## src/rtl/busfree_pkg.sv

```systemverilog
package busfree_pkg;
  typedef enum logic [2:0] {
    ST_IDLE  = 3'd0,
    ST_POLL  = 3'd1,
    ST_PRELO = 3'd2,
    ST_HIGH  = 3'd3,
    ST_LOW   = 3'd4,
    ST_PARK  = 3'd5,
    ST_FIN   = 3'd6
  } bf_state_e;
endpackage

```

## src/rtl/busfree_ms_timer.sv

```systemverilog
module busfree_ms_timer #(
  parameter int TICKS_PER_MS = 1000
) (
  input  logic clk,
  input  logic rst_n,
  input  logic clr_i,
  input  logic us_tick_i,
  output logic ms_pulse_o
);
  localparam int CW = $clog2(TICKS_PER_MS + 1);
  localparam logic [CW-1:0] LAST = CW'(TICKS_PER_MS - 1);

  logic [CW-1:0] cnt_q, cnt_d;
  logic          at_last;

  assign at_last    = (cnt_q == LAST);
  assign ms_pulse_o = us_tick_i && at_last;

  always_comb begin
    cnt_d = cnt_q;
    if (clr_i)          cnt_d = '0;
    else if (us_tick_i) cnt_d = at_last ? '0 : cnt_q + 1'b1;
  end

  always_ff @(posedge clk or negedge rst_n) begin
    if (!rst_n) cnt_q <= '0;
    else        cnt_q <= cnt_d;
  end
endmodule

```

## src/rtl/busfree_counter.sv

```systemverilog
module busfree_counter #(
  parameter int LIMIT = 10
) (
  input  logic clk,
  input  logic rst_n,
  input  logic clr_i,
  input  logic inc_i,
  output logic at_last_o
);
  localparam int CW = $clog2(LIMIT + 1);
  localparam logic [CW-1:0] LAST = CW'(LIMIT - 1);

  logic [CW-1:0] cnt_q, cnt_d;
  logic          cnt_en;

  assign at_last_o = (cnt_q == LAST);
  assign cnt_en    = clr_i || inc_i;

  always_comb begin
    cnt_d = cnt_q;
    if (clr_i)      cnt_d = '0;
    else if (inc_i) cnt_d = cnt_q + 1'b1;
  end

  always_ff @(posedge clk or negedge rst_n) begin
    if (!rst_n)      cnt_q <= '0;
    else if (cnt_en) cnt_q <= cnt_d;
  end
endmodule

```

## src/rtl/busfree_fsm.sv

```systemverilog
module busfree_fsm
  import busfree_pkg::*;
(
  input  logic clk,
  input  logic rst_n,
  input  logic start_i,
  input  logic busy_i,
  input  logic sda_i,
  input  logic ms_pulse_i,
  input  logic poll_last_i,
  input  logic pulse_last_i,
  output logic timer_clr_o,
  output logic cnt_clr_o,
  output logic poll_inc_o,
  output logic pulse_inc_o,
  output logic scl_o,
  output logic gpio_sel_o,
  output logic done_o,
  output logic stuck_o
);
  bf_state_e state_q, state_d;
  logic      stuck_q, stuck_d, stuck_en;
  logic      set_stuck;

  always_comb begin
    state_d     = state_q;
    cnt_clr_o   = 1'b0;
    poll_inc_o  = 1'b0;
    pulse_inc_o = 1'b0;
    set_stuck   = 1'b0;
    unique case (state_q)
      ST_IDLE: if (start_i) begin
        state_d   = ST_POLL;
        cnt_clr_o = 1'b1;
      end
      ST_POLL: begin
        if (!busy_i) begin
          state_d = sda_i ? ST_FIN : ST_PRELO;
        end else if (ms_pulse_i) begin
          poll_inc_o = 1'b1;
          if (poll_last_i) state_d = ST_PRELO;
        end
      end
      ST_PRELO: if (ms_pulse_i) state_d = sda_i ? ST_PARK : ST_HIGH;
      ST_HIGH:  if (ms_pulse_i) state_d = ST_LOW;
      ST_LOW: if (ms_pulse_i) begin
        pulse_inc_o = 1'b1;
        if (sda_i) begin
          state_d = ST_PARK;
        end else if (pulse_last_i) begin
          state_d   = ST_PARK;
          set_stuck = 1'b1;
        end else begin
          state_d = ST_HIGH;
        end
      end
      ST_PARK: if (ms_pulse_i) state_d = ST_FIN;
      ST_FIN:  state_d = ST_IDLE;
      default: state_d = ST_IDLE;
    endcase
  end

  assign timer_clr_o = (state_d != state_q);

  // stuck: cleared by an accepted start, set when pulses run out
  assign stuck_en = cnt_clr_o || set_stuck;
  assign stuck_d  = set_stuck;

  always_ff @(posedge clk or negedge rst_n) begin
    if (!rst_n) begin
      state_q <= ST_IDLE;
      stuck_q <= 1'b0;
    end else begin
      state_q <= state_d;
      if (stuck_en) stuck_q <= stuck_d;
    end
  end

  assign scl_o      = !((state_q == ST_PRELO) || (state_q == ST_LOW));
  assign gpio_sel_o = (state_q == ST_PRELO) || (state_q == ST_HIGH) ||
                      (state_q == ST_LOW)   || (state_q == ST_PARK);
  assign done_o     = (state_q == ST_FIN);
  assign stuck_o    = stuck_q;
endmodule

```

## src/rtl/busfree_top.sv

```systemverilog
module busfree_top #(
  parameter int TICKS_PER_MS = 1000,
  parameter int POLL_LIMIT   = 1000,
  parameter int PULSE_LIMIT  = 10
) (
  input  logic clk,
  input  logic rst_n,
  input  logic start_i,
  input  logic busy_i,
  input  logic sda_i,
  input  logic us_tick_i,
  output logic scl_o,
  output logic gpio_sel_o,
  output logic done_o,
  output logic stuck_o
);
  logic ms_pulse, timer_clr, cnt_clr;
  logic poll_inc, poll_last, pulse_inc, pulse_last;

  busfree_ms_timer #(.TICKS_PER_MS(TICKS_PER_MS)) u_timer (
    .clk(clk), .rst_n(rst_n), .clr_i(timer_clr),
    .us_tick_i(us_tick_i), .ms_pulse_o(ms_pulse)
  );

  busfree_counter #(.LIMIT(POLL_LIMIT)) u_poll_cnt (
    .clk(clk), .rst_n(rst_n), .clr_i(cnt_clr),
    .inc_i(poll_inc), .at_last_o(poll_last)
  );

  busfree_counter #(.LIMIT(PULSE_LIMIT)) u_pulse_cnt (
    .clk(clk), .rst_n(rst_n), .clr_i(cnt_clr),
    .inc_i(pulse_inc), .at_last_o(pulse_last)
  );

  busfree_fsm u_fsm (
    .clk(clk), .rst_n(rst_n), .start_i(start_i), .busy_i(busy_i),
    .sda_i(sda_i), .ms_pulse_i(ms_pulse), .poll_last_i(poll_last),
    .pulse_last_i(pulse_last), .timer_clr_o(timer_clr),
    .cnt_clr_o(cnt_clr), .poll_inc_o(poll_inc), .pulse_inc_o(pulse_inc),
    .scl_o(scl_o), .gpio_sel_o(gpio_sel_o), .done_o(done_o),
    .stuck_o(stuck_o)
  );
endmodule

```

## config.mk

```make
export PLATFORM = sky130hd
export DESIGN_NAME = busfree_top
export DESIGN_NICKNAME = d
export VERILOG_FILES = /design/src/rtl/busfree_pkg.sv /design/src/rtl/busfree_ms_timer.sv /design/src/rtl/busfree_counter.sv /design/src/rtl/busfree_fsm.sv /design/src/rtl/busfree_top.sv
export SDC_FILE = /design/constraint.sdc
export NUM_CORES = 1
export LEC_CHECK = 0
export CORE_MARGIN = 10
export CORE_UTILIZATION = 40
export DETAILED_ROUTE_END_ITERATION = 12
export PLACE_DENSITY_LB_ADDON = 0.3
export SLEW_MARGIN = 5
export SYNTH_ARGS = -nofsm -noshare
export SYNTH_HDL_FRONTEND = slang
export SYNTH_SLANG_ARGS = --single-unit
```

## constraint.sdc

```tcl
create_clock -name clk -period 1.8 [get_ports clk]
set_input_delay 0.27 -clock clk [delete_from_list [all_inputs] [get_ports clk]]
set_output_delay 0.27 -clock clk [all_outputs]
set_load 0.01 [all_outputs]
```

# == Word-level counts from Yosys, hierarchy flattened ==
# Index checks and enable logic that the tools add are counted.
# W data, S select, Z words.
# word_totals
ff_bits,28
in_bits,6
output_inout_bits,4
elab_cells,63
# op_classes
addsub,3
eq_ne,10
muxes,30
n_reduce_logical,15
# ops
op,count
$mux W10,5
$mux W3,12
$add A10 B1 Y10 const B,2
$eq A10 B10 Y1 const B,2
$pmux W3 S6,1
$mux W1,10
$eq A3 B3 Y1 const B,3
$mux W4,2
$logic_or A1 B1 Y1,7
$eq A3 B2 Y1 const B,2
$reduce_bool A2 Y1,3
$add A4 B1 Y4 const B,1
$eq A4 B4 Y1 const B,1
$reduce_and A2 Y1,2
$eq A3 B1 Y1 const B,1
$logic_not A3 Y1,1
$ne A3 B3 Y1,1
$logic_and A1 B1 Y1,1
$logic_not A1 Y1,1

# == Logic depth before layout (Yosys ltp) ==
# depth
word_depth,7
ltp_mapped,7
mapped_depth_nobuf,7

# == Hierarchy ==
# Synthesis repeated with hierarchy kept, for this count alone.
# hier_totals
hier_cells,190
area_unflattened_um2,1853.0
# modules_own_cells
module,instances,cells_per_inst,area_per_inst_um2,seq_area_each_um2
busfree_ms_timer,1,61,569.3,250.2
busfree_fsm,1,57,535.5,100.1
busfree_counter (u_poll_cnt),1,51,526.8,250.2
busfree_counter (u_pulse_cnt),1,21,221.5,100.1

# == Least setup slack after synthesis ==
# OpenSTA, ideal clock, no wires.
# synth_timing
kind,register -> register
start,register u_timer.cnt_q[0]
end,register u_timer.cnt_q[3]
setup_time_ns,0.147
t_arrival_ns,1.775
t_required_ns,1.653
slack_ns,-0.122
stages_incl_launch_ff,8
path_buffers,1
period_less_slack_ns,1.922
cell_sequence,dfrtp_1 -> ha_1 -> nand2b_1 -> or3_1 -> clkbuf_1 -> or3_1 -> nand4_2 -> nor4_1
# synth_between
elab_chain_cells,7
word_cells_on_any_way,15
classes_between,1 x add/sub; 2 x eq/ne; 10 x mux; 2 x reduce/logical
# synth_rtl
element,line,text
start: declaration,busfree_ms_timer.sv:13,"logic [CW-1:0] cnt_q, cnt_d;"
start signal: assignment,busfree_ms_timer.sv:27,else cnt_q <= cnt_d;
$eq A10 B10 Y1,busfree_ms_timer.sv:16,assign at_last = (cnt_q == LAST);
$logic_and A1 B1 Y1,busfree_ms_timer.sv:17,assign ms_pulse_o = us_tick_i && at_last;
$mux W3,busfree_fsm.sv:39,end else if (ms_pulse_i) begin
$mux W3,busfree_fsm.sv:37,if (!busy_i) begin
$pmux W3 S6,busfree_fsm.sv:31,unique case (state_q)
$ne A3 B3 Y1,busfree_fsm.sv:63,assign timer_clr_o = (state_d != state_q);
$mux W10 / $reduce_bool A2 Y1 (equally long branches),-,
# Parallel ways exist; a longest one is shown, timed or not. The select of a mux whose other input is x is not followed.
# A chain may end at the register's enable or synchronous reset.

# == Worst setup path after layout ==
# layout_timing
start,register u_fsm.state_q[0]
end,register u_pulse_cnt.cnt_q[3]
# layout_between
elab_chain_cells,4
word_cells_on_any_way,8
classes_between,1 x eq/ne; 3 x mux; 4 x reduce/logical
# layout_rtl
element,line,text
start: declaration,busfree_fsm.sv:21,"bf_state_e state_q, state_d;"
start signal: assignment,busfree_fsm.sv:74,state_q <= state_d;
$eq A3 B3 Y1 / $logic_not A3 Y1 (equally long branches),busfree_fsm.sv:31,
$mux W1,busfree_fsm.sv:31,
$reduce_bool A2 Y1 (no source line) / $logic_or A1 B1 Y1 (equally long branches),-,
$reduce_and A2 Y1 (no source line),-,
end signal: assignment,busfree_counter.sv:27,else if (cnt_en) cnt_q <= cnt_d;
end: declaration,busfree_counter.sv:13,"logic [CW-1:0] cnt_q, cnt_d;"
# Parallel ways exist; a longest one is shown, timed or not.

==> results_dict.tcl <==
set metrics [dict create \
    outcome "finished, violations left" \
    violations "setup timing" \
    core_area_um2 4029 \
    synth_area_um2 1677 \
    reg2reg_slack_ns -0.09 \
    grt_max_degree 29 \
    cp_max_fo 4 \
    via_count 1604 \
    power.density_nw_per_um2 717.5 \
    die_h_um 84.74 \
    synth-edff-count 0 \
    cts_tree "built" \
    cts_inserted_buffers 3 \
    die_w_um 84.74 \
    cp-end-kind "flip-flop" \
    drc 0 \
    min_period_ns 1.887 \
    ant_nets 0 \
    pin_count 10 \
    cpPeakStageDelay_ns 0.47 \
    r2r_end "u_pulse_cnt.cnt_q[3]" \
    final.setup.worst_slack_ns -0.08693 \
    dr.pass1.iters 4 \
    power_mw 1.742 \
    ys_types 43 \
    num_antenna_cells 0 \
    slew_headroom_pct 64.29 \
    crit_chain "or3b_4 > or4_4 > or3_1 > a21oi_1" \
    drt-total-wl_um 4636 \
    grt_pass1_vias 1624 \
    h-tree-depth 1 \
    vias_per_cell 5.729 \
    antenna_found_initial 0 \
    yosys_warnings 0 \
    clockBufferDepth 2 \
    hold_viol 0 \
    root_buffer "clkbuf_8" \
    synth-seq-cells 28 \
    synthFlopType "dfrtp_1" \
    hpwl_um 3131 \
    fin_nets 241 \
    skew_ns 0.005747 \
    drive_gt1_share_pct 39.57 \
    rsz0062_at_grt "true" \
    slowest_stage "or4_4" \
    cts.sinks 28 \
    place_congestion 0.8454 \
    synth.yosys.seq_area_share_pct 41.79 \
    reg2reg_depth 4 \
    cp.arrival_ns 2.09 \
    worstSetupStartpoint "u_fsm.state_q[0]" \
    cap_viol_max_count 0 \
    synth_area_leader_cell "dfrtp_1" \
    grt_use_total_pct 12.47 \
    dp_slack_ns -0.3119 \
    finalCritPeriodShare_pct 104.8 \
    syn-instance-count 175 \
    worstPathRequired_ns 2.00 \
    overflow 0 \
    drt_iter0_markers 77 \
    portBuffers 9 \
    clk_pin_slew_ns 0.10 \
    async_flop_share_pct 100.0 \
    start_util_pct 41.61 \
    fmax_mhz 530.0 \
    insertion_delay_ns 0.27 \
    r2r-start "u_fsm.state_q[0]" \
    dieArea_um2 7181 \
    cp-start-kind "flip-flop" \
    tightest_slew_ns 0.5307 \
    max-vdd-ir-drop_mv 0.3254 \
    path_class "reg -> reg" \
    avgSynthCellArea_um2 9.581 \
    synth_top_area_share_pct 41.79 \
    postCtsHoldBufs 0 \
    routedWlPerCell_um 16.56 \
    finalMaxSlewViolations 0 \
    p_leak_nw 1.070 \
    ys_top_cells_by_count "dfrtp_1, nor2_1, xor2_1, nor4_1" \
    yosysMostFrequentCell "dfrtp_1" \
    synth.net_count 185 \
    rows 23 \
    grt_pass1_wl_um 7700 \
    area_growth_pct 44.78 \
    final-setup-viol-count 8 \
    hold_class "in -> async" \
    synthTopCellsByArea "dfrtp_1, xor2_1, nor2_1, nor4_1, xnor2_1" \
]
logic make-up after synthesis:
group                    share of synthesized area, %
adder cells (fa/ha/maj)                         2.985
multiplexers                                    1.269
XOR/XNOR                                        9.403
flip-flops                                      41.79
buffers and inverters                           3.060
AND/OR/NAND/NOR                                 32.16
AO/OA/AOI/OAI                                   9.330
worst max-delay path: cells and delay by family, from the launching register on:
family | cells | cell delay (ns)
AND/OR/NAND/NOR | 3 | 1.27
AO/OA/AOI/OAI | 1 | 0.13
flip-flops | 1 | 0.42
report_power, final:
part,internal (mW),switching [mW]
Clock,0.196,0.195
Sequential,0.696,0.0800
Combinational,0.319,0.257
Total,1.21,0.532
layout make-up:
type	count	area, um2
fillers	325	1602
inverters	6	22.52
clock buffers	4	55.05
multi-input cells	135	1114
flip-flops and latches	28	701.9
well taps	50	62.56
repair buffers	57	471.7
state kept, by name, indices dropped and copies added (netlist names):
signal and cells:
u_poll_cnt.cnt_q 10, u_pulse_cnt.cnt_q 4, u_fsm.state_q 3, u_timer.cnt_q 10, u_fsm.stuck_o 1
worst max path at each step:
stage / end / slack [ns] / cells after the start
after floorplan: u_pulse_cnt.cnt_q[3] / -0.04 / 6
after global placement: u_timer.cnt_q[1] / -0.26 / 8
after detailed placement: u_pulse_cnt.cnt_q[3] / -0.31 / 5
after CTS: u_pulse_cnt.cnt_q[3] / -0.1 / 4
after global routing: u_pulse_cnt.cnt_q[3] / -0.15 / 4
final: u_pulse_cnt.cnt_q[3] / -0.09 / 4
through the flow:
step | setup TNS [ns] | instance area (um2) | util, % | std cells | hold slack [ns]
3_5_place_dp | -5.316 | 2112 | 52.42 | 265 | 0.4884
5_1_grt | -1.418 | 2427 | 60.25 | 280 | 0.4099
2_1_floorplan | -0.2913 | 1704 | - | 175 | -0.02559
4_1_cts | -0.7785 | 2220 | 55.09 | 271 | 0.3888
3_3_place_gp | -4.415 | 2112 | 52.42 | 265 | 0.4819
6_report | -0.1344 | 2427 | 60.25 | 280 | 0.3743
per-layer routing:
layer	wire [um]	track usage [%]
met2	2377	21.21
met1	1930	15.61
met5	0	0
met3	234	2.222
met4	94	3.593
placed cells by master (no fill, tap or decap), drive strengths merged, types with 2 or more instances in the layout:
master | netlist | layout
nand4 | 10 | 11
xor2 | 12 | 12
a21oi | 3 | 3
and3 | 2 | 2
nand2b | 8 | 8
nor3 | 6 | 6
nor2 | 22 | 22
clkbuf | 5 | 6
inv | 6 | 6
nor4 | 11 | 11
clkdlybuf4s50 | 0 | 5
nand2 | 8 | 8
or3b | 2 | 2
buf | 2 | 48
xnor2 | 6 | 6
dfrtp | 28 | 28
o21ai | 8 | 8
ha | 4 | 4
or3 | 4 | 4
nand3 | 7 | 7
nand4b | 3 | 3
repair_timing:
item,4_1_cts,5_1_grt
gates resized for setup,13,34
endpoints found under the setup margin,21,28
pin swaps,0,18
setup buffers,1,7
cloned,1,2
(Power assumes the default switching activity.)
